## config.mk

```make
export PLATFORM = sky130hd
export DESIGN_NAME = ovl_cursor_mixer
export DESIGN_NICKNAME = d
export VERILOG_FILES = /design/src/rtl/ovl_pkg.sv /design/src/rtl/ovl_raster_scan.sv /design/src/rtl/ovl_cursor_hit.sv /design/src/rtl/ovl_pix_mix.sv /design/src/rtl/ovl_cursor_mixer.sv
export SDC_FILE = /design/constraint.sdc
export NUM_CORES = 1
export LEC_CHECK = 0
export ABC_AREA = 1
export BUFFER_PORTS_ARGS = -buffer_cell sky130_fd_sc_hd__buf_2
export CAP_MARGIN = 30
export CORE_MARGIN = 4
export CORE_UTILIZATION = 48
export DETAILED_ROUTE_END_ITERATION = 8
export PLACE_DENSITY = 0.76
export SYNTH_ARGS = -nofsm -noshare
export SYNTH_HDL_FRONTEND = slang
export SYNTH_SLANG_ARGS = --single-unit
```

## constraint.sdc

```tcl
create_clock -name clk -period 2.05 [get_ports clk]
set_input_delay 0.41 -clock clk [delete_from_list [all_inputs] [get_ports clk]]
set_output_delay 0.41 -clock clk [all_outputs]
set_load 0.05 [all_outputs]
```

## src/rtl/ovl_pkg.sv

```systemverilog
package ovl_pkg;
  localparam int CUR_DIM      = 64;
  localparam int PAT_W        = 16;
  localparam int CODE_W       = 2;
  localparam int RGB_W        = 24;
  localparam int IDX_W        = 8;
  localparam int CUR_COLORS   = (1 << CODE_W) - 1;
  localparam int DIM_B        = $clog2(CUR_DIM);
  localparam int PIX_PER_WORD = PAT_W / CODE_W;
  localparam int SEL_B        = $clog2(PIX_PER_WORD);
  localparam int PAT_AW       = DIM_B + (DIM_B - SEL_B);

  typedef logic [CODE_W-1:0] cur_code_t;
  typedef logic [SEL_B-1:0]  slot_t;

  function automatic cur_code_t code_of(input logic [PAT_W-1:0] word, input slot_t slot);
    cur_code_t c;
    c = '0;
    for (int i = 0; i < PIX_PER_WORD; i++) begin
      if (slot == slot_t'(i)) c = word[i*CODE_W +: CODE_W];
    end
    return c;
  endfunction
endpackage

```

## src/rtl/ovl_raster_scan.sv

```systemverilog
module ovl_raster_scan #(
  parameter int XW = 12,
  parameter int YW = 12,
  parameter int AW = 20
) (
  input  logic          clk,
  input  logic          rst,
  input  logic          frame_go,
  input  logic [XW-1:0] width,
  input  logic [YW-1:0] height,
  input  logic [AW-1:0] top,
  output logic          start,
  output logic          busy,
  output logic [XW-1:0] x,
  output logic [YW-1:0] y,
  output logic          last,
  output logic [AW-1:0] addr
);
  logic [XW-1:0] w_l;
  logic [YW-1:0] h_l;
  logic          row_end;

  assign start   = frame_go && !busy && (width != '0) && (height != '0);
  assign row_end = (x == w_l - 1'b1);
  assign last    = busy && row_end && (y == h_l - 1'b1);

  always_ff @(posedge clk) begin
    if (rst) begin
      busy <= 1'b0;
      x    <= '0;
      y    <= '0;
      addr <= '0;
      w_l  <= '0;
      h_l  <= '0;
    end else if (start) begin
      busy <= 1'b1;
      x    <= '0;
      y    <= '0;
      addr <= top;
      w_l  <= width;
      h_l  <= height;
    end else if (busy) begin
      addr <= addr + 1'b1;
      if (row_end) begin
        x <= '0;
        y <= y + 1'b1;
        if (last) busy <= 1'b0;
      end else begin
        x <= x + 1'b1;
      end
    end
  end
endmodule

```

## src/rtl/ovl_cursor_hit.sv

```systemverilog
module ovl_cursor_hit
  import ovl_pkg::*;
#(
  parameter int XW = 12,
  parameter int YW = 12
) (
  input  logic              enable,
  input  logic [XW-1:0]     x,
  input  logic [YW-1:0]     y,
  input  logic [XW-1:0]     cx,
  input  logic [YW-1:0]     cy,
  output logic              hit,
  output logic [PAT_AW-1:0] pat_addr,
  output slot_t             slot
);
  logic [XW:0] dx;
  logic [YW:0] dy;
  logic        in_x, in_y;

  always_comb begin
    dx       = {1'b0, x} - {1'b0, cx};
    dy       = {1'b0, y} - {1'b0, cy};
    in_x     = !dx[XW] && (dx[XW-1:0] < XW'(CUR_DIM));
    in_y     = !dy[YW] && (dy[YW-1:0] < YW'(CUR_DIM));
    hit      = enable && in_x && in_y;
    pat_addr = {dy[DIM_B-1:0], dx[DIM_B-1:SEL_B]};
    slot     = dx[SEL_B-1:0];
  end
endmodule

```

## src/rtl/ovl_pix_mix.sv

```systemverilog
module ovl_pix_mix
  import ovl_pkg::*;
#(
  parameter int XW = 12,
  parameter int YW = 12
) (
  input  logic                        clk,
  input  logic                        rst,
  input  logic                        in_valid,
  input  logic [XW-1:0]               in_x,
  input  logic [YW-1:0]               in_y,
  input  logic                        in_last,
  input  logic                        in_blank,
  input  cur_code_t                   in_code,
  input  logic [RGB_W-1:0]            pal_rgb,
  input  logic [CUR_COLORS*RGB_W-1:0] cur_colors,
  output logic                        out_valid,
  output logic [XW-1:0]               out_x,
  output logic [YW-1:0]               out_y,
  output logic [RGB_W-1:0]            out_rgb,
  output logic                        frame_irq
);
  localparam int TAB_N = 1 << CODE_W;

  logic [RGB_W-1:0] cur_tab [TAB_N];
  logic [RGB_W-1:0] mixed;
  logic             last_q;

  for (genvar i = 0; i < TAB_N; i++) begin : g_tab
    if (i < CUR_COLORS) begin : g_used
      assign cur_tab[i] = cur_colors[i*RGB_W +: RGB_W];
    end else begin : g_spare
      assign cur_tab[i] = '0;
    end
  end

  always_comb begin
    if (in_blank)             mixed = '0;
    else if (in_code == '0)   mixed = pal_rgb;
    else                      mixed = cur_tab[in_code - 1'b1];
  end

  always_ff @(posedge clk) begin
    if (rst) begin
      out_valid <= 1'b0;
      out_x     <= '0;
      out_y     <= '0;
      out_rgb   <= '0;
      last_q    <= 1'b0;
      frame_irq <= 1'b0;
    end else begin
      out_valid <= in_valid;
      out_x     <= in_x;
      out_y     <= in_y;
      out_rgb   <= in_valid ? mixed : '0;
      last_q    <= in_valid && in_last;
      frame_irq <= last_q;
    end
  end
endmodule

```

## src/rtl/ovl_cursor_mixer.sv

```systemverilog
module ovl_cursor_mixer
  import ovl_pkg::*;
#(
  parameter int XW = 12,
  parameter int YW = 12,
  parameter int AW = 20
) (
  input  logic                        clk,
  input  logic                        rst,
  input  logic                        frame_go,
  input  logic [XW-1:0]               width,
  input  logic [YW-1:0]               height,
  input  logic [AW-1:0]               top_offset,
  input  logic [XW-1:0]               cursor_x,
  input  logic [YW-1:0]               cursor_y,
  input  logic                        cursor_off,
  input  logic                        force_blank,
  input  logic [CUR_COLORS*RGB_W-1:0] cur_colors,
  output logic [AW-1:0]               fb_addr,
  input  logic [IDX_W-1:0]            fb_data,
  output logic [PAT_AW-1:0]           pat_addr,
  input  logic [PAT_W-1:0]            pat_data,
  output logic [IDX_W-1:0]            pal_addr,
  input  logic [RGB_W-1:0]            pal_data,
  output logic                        out_valid,
  output logic [XW-1:0]               out_x,
  output logic [YW-1:0]               out_y,
  output logic [RGB_W-1:0]            out_rgb,
  output logic                        frame_irq
);
  // stage 0: scan position, addresses to frame memory and pattern
  logic          scan_start, scan_busy, scan_last;
  logic [XW-1:0] scan_x;
  logic [YW-1:0] scan_y;
  logic [XW-1:0] cx_l;
  logic [YW-1:0] cy_l;
  logic          off_l, blank_l;
  logic          hit0;
  slot_t         slot0;

  ovl_raster_scan #(.XW(XW), .YW(YW), .AW(AW)) scan_i (
    .clk(clk), .rst(rst), .frame_go(frame_go),
    .width(width), .height(height), .top(top_offset),
    .start(scan_start), .busy(scan_busy), .x(scan_x), .y(scan_y),
    .last(scan_last), .addr(fb_addr)
  );

  always_ff @(posedge clk) begin
    if (rst) begin
      cx_l    <= '0;
      cy_l    <= '0;
      off_l   <= 1'b1;
      blank_l <= 1'b0;
    end else if (scan_start) begin
      cx_l    <= cursor_x;
      cy_l    <= cursor_y;
      off_l   <= cursor_off;
      blank_l <= force_blank;
    end
  end

  ovl_cursor_hit #(.XW(XW), .YW(YW)) hit_i (
    .enable(!off_l), .x(scan_x), .y(scan_y), .cx(cx_l), .cy(cy_l),
    .hit(hit0), .pat_addr(pat_addr), .slot(slot0)
  );

  // stage 1: byte and pattern word arrive, palette is addressed
  logic          v1, last1, hit1, blank1;
  logic [XW-1:0] x1;
  logic [YW-1:0] y1;
  slot_t         slot1;
  cur_code_t     code1;

  always_ff @(posedge clk) begin
    if (rst) begin
      v1 <= 1'b0; last1 <= 1'b0; hit1 <= 1'b0; blank1 <= 1'b0;
      x1 <= '0; y1 <= '0; slot1 <= '0;
    end else begin
      v1     <= scan_busy;
      last1  <= scan_last;
      hit1   <= hit0;
      blank1 <= blank_l;
      x1     <= scan_x;
      y1     <= scan_y;
      slot1  <= slot0;
    end
  end

  assign pal_addr = fb_data;
  assign code1    = hit1 ? code_of(pat_data, slot1) : '0;

  // stage 2: palette colour arrives, mixer registers the output
  logic          v2, last2, blank2;
  logic [XW-1:0] x2;
  logic [YW-1:0] y2;
  cur_code_t     code2;

  always_ff @(posedge clk) begin
    if (rst) begin
      v2 <= 1'b0; last2 <= 1'b0; blank2 <= 1'b0;
      x2 <= '0; y2 <= '0; code2 <= '0;
    end else begin
      v2     <= v1;
      last2  <= last1;
      blank2 <= blank1;
      x2     <= x1;
      y2     <= y1;
      code2  <= code1;
    end
  end

  ovl_pix_mix #(.XW(XW), .YW(YW)) mix_i (
    .clk(clk), .rst(rst), .in_valid(v2), .in_x(x2), .in_y(y2),
    .in_last(last2), .in_blank(blank2), .in_code(code2),
    .pal_rgb(pal_data), .cur_colors(cur_colors),
    .out_valid(out_valid), .out_x(out_x), .out_y(out_y),
    .out_rgb(out_rgb), .frame_irq(frame_irq)
  );
endmodule

```

# ---- Word-level counts from Yosys, hierarchy flattened
# Index checks and enable logic that the tools add are counted.
dict set report classes {
  addsub 8
  magnitude_cmp 3
  eq_ne 9
  mux 19
  bitwise 3
  n_reduce_logical 23
}
# cell n
set op_table {}
lappend op_table {{24-bit 2-to-1 mux} 3}
lappend op_table {{24-bit binary-select mux with 2-bit select} 1}
lappend op_table {{20-bit 2-to-1 mux} 2}
lappend op_table {{12-bit by 12-bit subtractor with 13-bit output} 2}
lappend op_table {{12-bit by 1-bit adder with 12-bit output, second input constant} 2}
lappend op_table {{12-bit equality test} 2}
lappend op_table {{12-bit by 7-bit less-than comparator with 1-bit output, second input constant} 2}
lappend op_table {{12-bit nonzero test} 2}
lappend op_table {{12-bit by 1-bit subtractor with 12-bit output, second input constant} 2}
lappend op_table {{20-bit by 1-bit adder with 20-bit output, second input constant} 1}
lappend op_table {{2-bit 2-to-1 mux} 8}
lappend op_table {{3-bit equality test, second input constant} 4}
lappend op_table {{12-bit 2-to-1 mux} 1}
lappend op_table {{1-bit logical AND} 10}
lappend op_table {{3-bit by 2-bit equality test with 1-bit output, second input constant} 2}
lappend op_table {{1-bit zero test} 4}
lappend op_table {{1-bit 2-to-1 mux} 4}
lappend op_table {{2-bit OR reduction} 2}
lappend op_table {{3-bit by 1-bit equality test with 1-bit output, second input constant} 1}
lappend op_table {{3-bit greater-or-equal comparator, second input constant} 1}
lappend op_table {{3-bit zero test} 1}
lappend op_table {{2-bit inverter with 3-bit output} 1}
lappend op_table {{3-bit OR reduction} 1}
lappend op_table {{2-bit zero test} 1}
lappend op_table {{other kinds (4)} 5}
dict set report word_totals {
  register_bits 206
  inputBits 193
}

# ---- Depth between registers and ports, before layout
dict set report depth {
  word_depth 9
  mapped_depth 15
  mapped_depth_nobuf 15
}

# ---- Cells and area by module
# Synthesis repeated with hierarchy kept, for this count alone.
dict set report unflattened {
  hier_cells 1733
  area_unflattened_um2 11320.9
}
# module n_inst cells_each area_per_inst_um2 seq_area_each_um2
set by_module_without_submodules {}
lappend by_module_without_submodules {ovl_raster_scan 1 706 4503.1 1381.3}
lappend by_module_without_submodules {ovl_cursor_mixer 1 344 2820.2 1721.7}
lappend by_module_without_submodules {ovl_pix_mix 1 419 2592.5 1021.0}
lappend by_module_without_submodules {ovl_cursor_hit 1 264 1405.1 0.0}

# ---- Least setup slack after synthesis
# No wires, ideal clock.
dict set report synth_path {
  path_kind {register to output}
  from {reg scan_i.y[0]}
  to {out pat_addr[7]}
  t_arrival_ns 1.994
  required_time_ns 1.640
  path_slack_ns -0.354
  path_stages_with_launch 8
  n_path_buf 0
  cell_sequence {dfxtp_1 inv_1 ha_1 inv_1 fa_1 nand3_1 nand2_1 xor2_1}
}
dict set report synth_via {
  elab_chain_len 1
}
# item line_no
set synth_rtl {}
lappend synth_rtl {{start: declaration} ovl_raster_scan.sv:15} ;# output logic [YW-1:0] y,
lappend synth_rtl {{start signal: assignment} ovl_raster_scan.sv:46} ;# y <= y + 1'b1;
lappend synth_rtl {{12-bit by 12-bit subtractor with 13-bit output} ovl_cursor_hit.sv:22} ;# dy = {1'b0, y} - {1'b0, cy};
lappend synth_rtl {{end: declaration} ovl_cursor_mixer.sv:21} ;# output logic [PAT_AW-1:0] pat_addr,
# Every way passes these cells.

# ---- Worst setup path in the final report
dict set report layout_path {
  from {reg scan_i.x[0]}
  to {out pat_addr[1]}
}
dict set report layout_via {
  elab_chain_len 1
}
# item line_no
set layout_rtl {}
lappend layout_rtl {{start: declaration} ovl_raster_scan.sv:14} ;# output logic [XW-1:0] x,
lappend layout_rtl {{start signal: assignment} ovl_raster_scan.sv:49} ;# x <= x + 1'b1;
lappend layout_rtl {{12-bit by 12-bit subtractor with 13-bit output} ovl_cursor_hit.sv:21} ;# dx = {1'b0, x} - {1'b0, cx};
# Every way passes these cells.

==> run_results.csv <==
group,metric,value,unit
status,status,"finished with violations",
status,violations,"negative setup slack",
sta,tightest_slew,719,ps
sta,max_slew_margin,0.520,
sta,hold_violations,0,
floorplanning,coreArea,21100,um^2
global_route,antenna_found_initial,1,
worst_setup_path,path_class,"reg -> out",
power_and_ir_drop,power_frac_seq,0.385,
power_and_ir_drop,switching_share,0.282,
route,final_antenna_net_count,0,
worst_setup_path,arrival,2000,ps
placement,gp_congestion,0.955,
worst_setup_path,cp_max_fo,2,
sta,finalClockSkew,15.5,ps
sta,finalSetupTns,-2100,ps
synth,synthFlopType,"dfxtp_1",
finish,area_growth_syn_to_layout,33.8,%
route,dr.pass1.iters,8,
sta,max_clock_freq,0.416,GHz
finish,layout_commonest_cell,"nand2_1",
synth,synth_area,10300,um^2
finish,fin_nets,1999,
synth,async_flop_share,0,
synth,syn_nets,1693,
global_route,grt_use_met2,0.445,
floorplanning,die_h,155,um
global_route,busiest_layer,"met2",
sta,report.final.slew_viol_count,0,
route,drt-vias-per-instance,5.11,
power_and_ir_drop,cellLeakagePower,6.38,nW
clock_tree,cts_max_level,1,
global_route,grt_pass1_vias,9834,
clock_tree,cts_tree,"built",
clock_tree,clockBufferDepth,3,
clock_tree,numCtsBuffers,23,
synth,synth_cell_types,44,
sta,rsz0062_at_grt,"yes",
power_and_ir_drop,pwr-share-comb,0.187,
clock_tree,clock_latency,530,ps
placement,post-place-cells,2009,
synth,synth-seq-cells,206,
global_route,grt_util_met1,0.299,
synth,synth_area_per_cell,7.05,um^2
flow_run,maxCapViolCount,0,
power_and_ir_drop,power_density,794,nW/um^2
route,wire_per_inst,15.3,um
sta,period_share,1.17,
clock_tree,clock-root-buffer,"clkbuf_16",
min_path,min_path_type,"in -> reg",
synth,netlist.area_leader.share,0.399,
placement,post-place-ws,-130,ps
finish,layout_common_cells,"262 x nand2_1, 254 x buf_2, 186 x dfxtp_1",
power_and_ir_drop,internal_power,0.00789,W
route,vias,10600,
worst_setup_path,required,1640,ps
route,drt_iter0_markers,684,
floorplanning,ioPinCount,280,
worst_setup_path,startpoint_type,"flip-flop",
global_route,grt_overflow,0,
route,postRouteWirelength,31.6,mm
route,route.detailed.drc,0,
clock_tree,numClockSinks,206,
sta,worst_slack,-356,ps
synth,yosysSeqAreaShare,0.399,
synth,synth-edff-count,0,
finish,fin_cells,2067,
floorplanning,die_w,155,um
finish,largest_register_ffs,24,
clock_tree,path_clk_slew,60,ps
synth,synth_area_leaders,"dfxtp_1 40%, nand2_1 10%, inv_1 6.6%, nor2_1 6.3%, o21ai_0 5.7%",
worst_setup_path,end_kind,"output pin",
finish,drive_gt1_frac,0.296,
synth,synth_largest_area_cell,"dfxtp_1",
sta,period_needed,2410,ps
finish,regArea,4150,um^2
finish,multi_input_comb_area,5680,um^2
clock_tree,cts_hold_buf,0,
floorplanning,start_util,0.491,
power_and_ir_drop,p_switching,0.00309,W
placement,numPortBuffers,263,
sta,holdWs,81.8,ps
finish,top_register,"mix_i.out_rgb",
global_route,grt_use_met3,0.0375,
finish,n_fill_cell,1834,
finish,largestRegisters,"mix_i.out_rgb: 24 flops, scan_i.addr: 20 flops",
floorplanning,die-area,24000,um^2
synth,synth_cells,1468,
power_and_ir_drop,vdd_drop_max,0.662,mV
sta,setup_viol,8,
synth,synth-warning-count,0,
placement,dp_hpwl,24.0,mm
global_route,grt_max_degree,78,
global_route,grt_usage,0.248,
global_route,grt_pass1_wl,48.9,mm
floorplanning,std_cell_rows,53,
power_and_ir_drop,p_clk_frac,0.427,
[per-layer routing]
layer,share of wire,routed length (um)
met5,0,0
met4,0.045,1420
met3,0.069,2190
met2,0.49,15400
met1,0.40,12600
[stage by stage]
stage | cell area (um^2) | power, W | utilization
after global routing | 13800 | 0.0114 | 0.656
after global placement | 12300 | 0.00607 | 0.581
after detailed placement | 12300 | 0.00610 | 0.582
after floorplan | 10400 | 0.00556 | -
final | 13800 | 0.0110 | 0.656
after CTS | 13500 | 0.0109 | 0.640
[kinds of logic after synthesis]
kind of cell | share of synthesized area
and+or+nand+nor | 0.273
AOI/OAI and AO/OA | 0.142
buffers and inverters | 0.101
DFF | 0.399
xor gates and xnor gates | 0.0457
adders and majority gates | 0.0402
[critical path, cell delays in order, from the launching register on]
cell and delay, ps:
dfxtp_2 320, inv_2 60, ha_4 130, inv_2 40, fa_2 370, nand3_2 100, nand3_4 90, xor2_2 180
buf_6 180
[power groups by stage]
stage / registers, W / logic (W) / clock network (W)
after floorplan: 0.00443 / 0.00114 / 0
after global placement: 0.00431 / 0.00176 / 0
after detailed placement: 0.00431 / 0.00179 / 0
after CTS: 0.00423 / 0.00191 / 0.00478
after global routing: 0.00425 / 0.00225 / 0.00495
final: 0.00423 / 0.00205 / 0.00469
[path summary, 6_finish.rpt]
check / start / to / slack (ps) / depth (start not counted)
setup reg to reg: scan_i.w_l[1] / scan_i.y[9] / 100 / 12
setup / recovery: scan_i.x[0] / pat_addr[1] / -360 / 8
hold reg to reg: mix_i.last_q / mix_i.frame_irq / 400 / 2
hold / removal: cursor_y[7] / cy_l[7] / 80 / 3
[cell usage after synthesis, types with 16 or more instances]
| cell | number |
|---|---|
| nand2_1 | 279 |
| dfxtp_1 | 206 |
| inv_1 | 182 |
| nor2_1 | 174 |
| o21ai_0 | 117 |
| nand3_1 | 102 |
| a21oi_1 | 98 |
| xor2_1 | 38 |
| clkbuf_1 | 34 |
| ha_1 | 30 |
| nor3_1 | 24 |
| o21a_1 | 24 |
| nand4_1 | 22 |
| xnor2_1 | 16 |
[final cells by class]
| type | count | area share |
|---|---|---|
| diodes | 1 | 0.000181 |
| clock buffers | 27 | 0.0456 |
| clock inverters | 15 | 0.0183 |
| inverters | 192 | 0.0526 |
| multi-input cells | 1006 | 0.410 |
| flip-flops and latches | 206 | 0.300 |
| well taps | 275 | 0.0249 |
| repair buffers | 345 | 0.148 |
[what timing repair did]
action                     in CTS  in global routing
gates cloned                    0                  1
pin swaps                      20                 29
setup buffers                  11                  6
resized for setup              69                 78
setup endpoints to repair       8                 35
No activity file was read; power rests on OpenSTA's default activity.
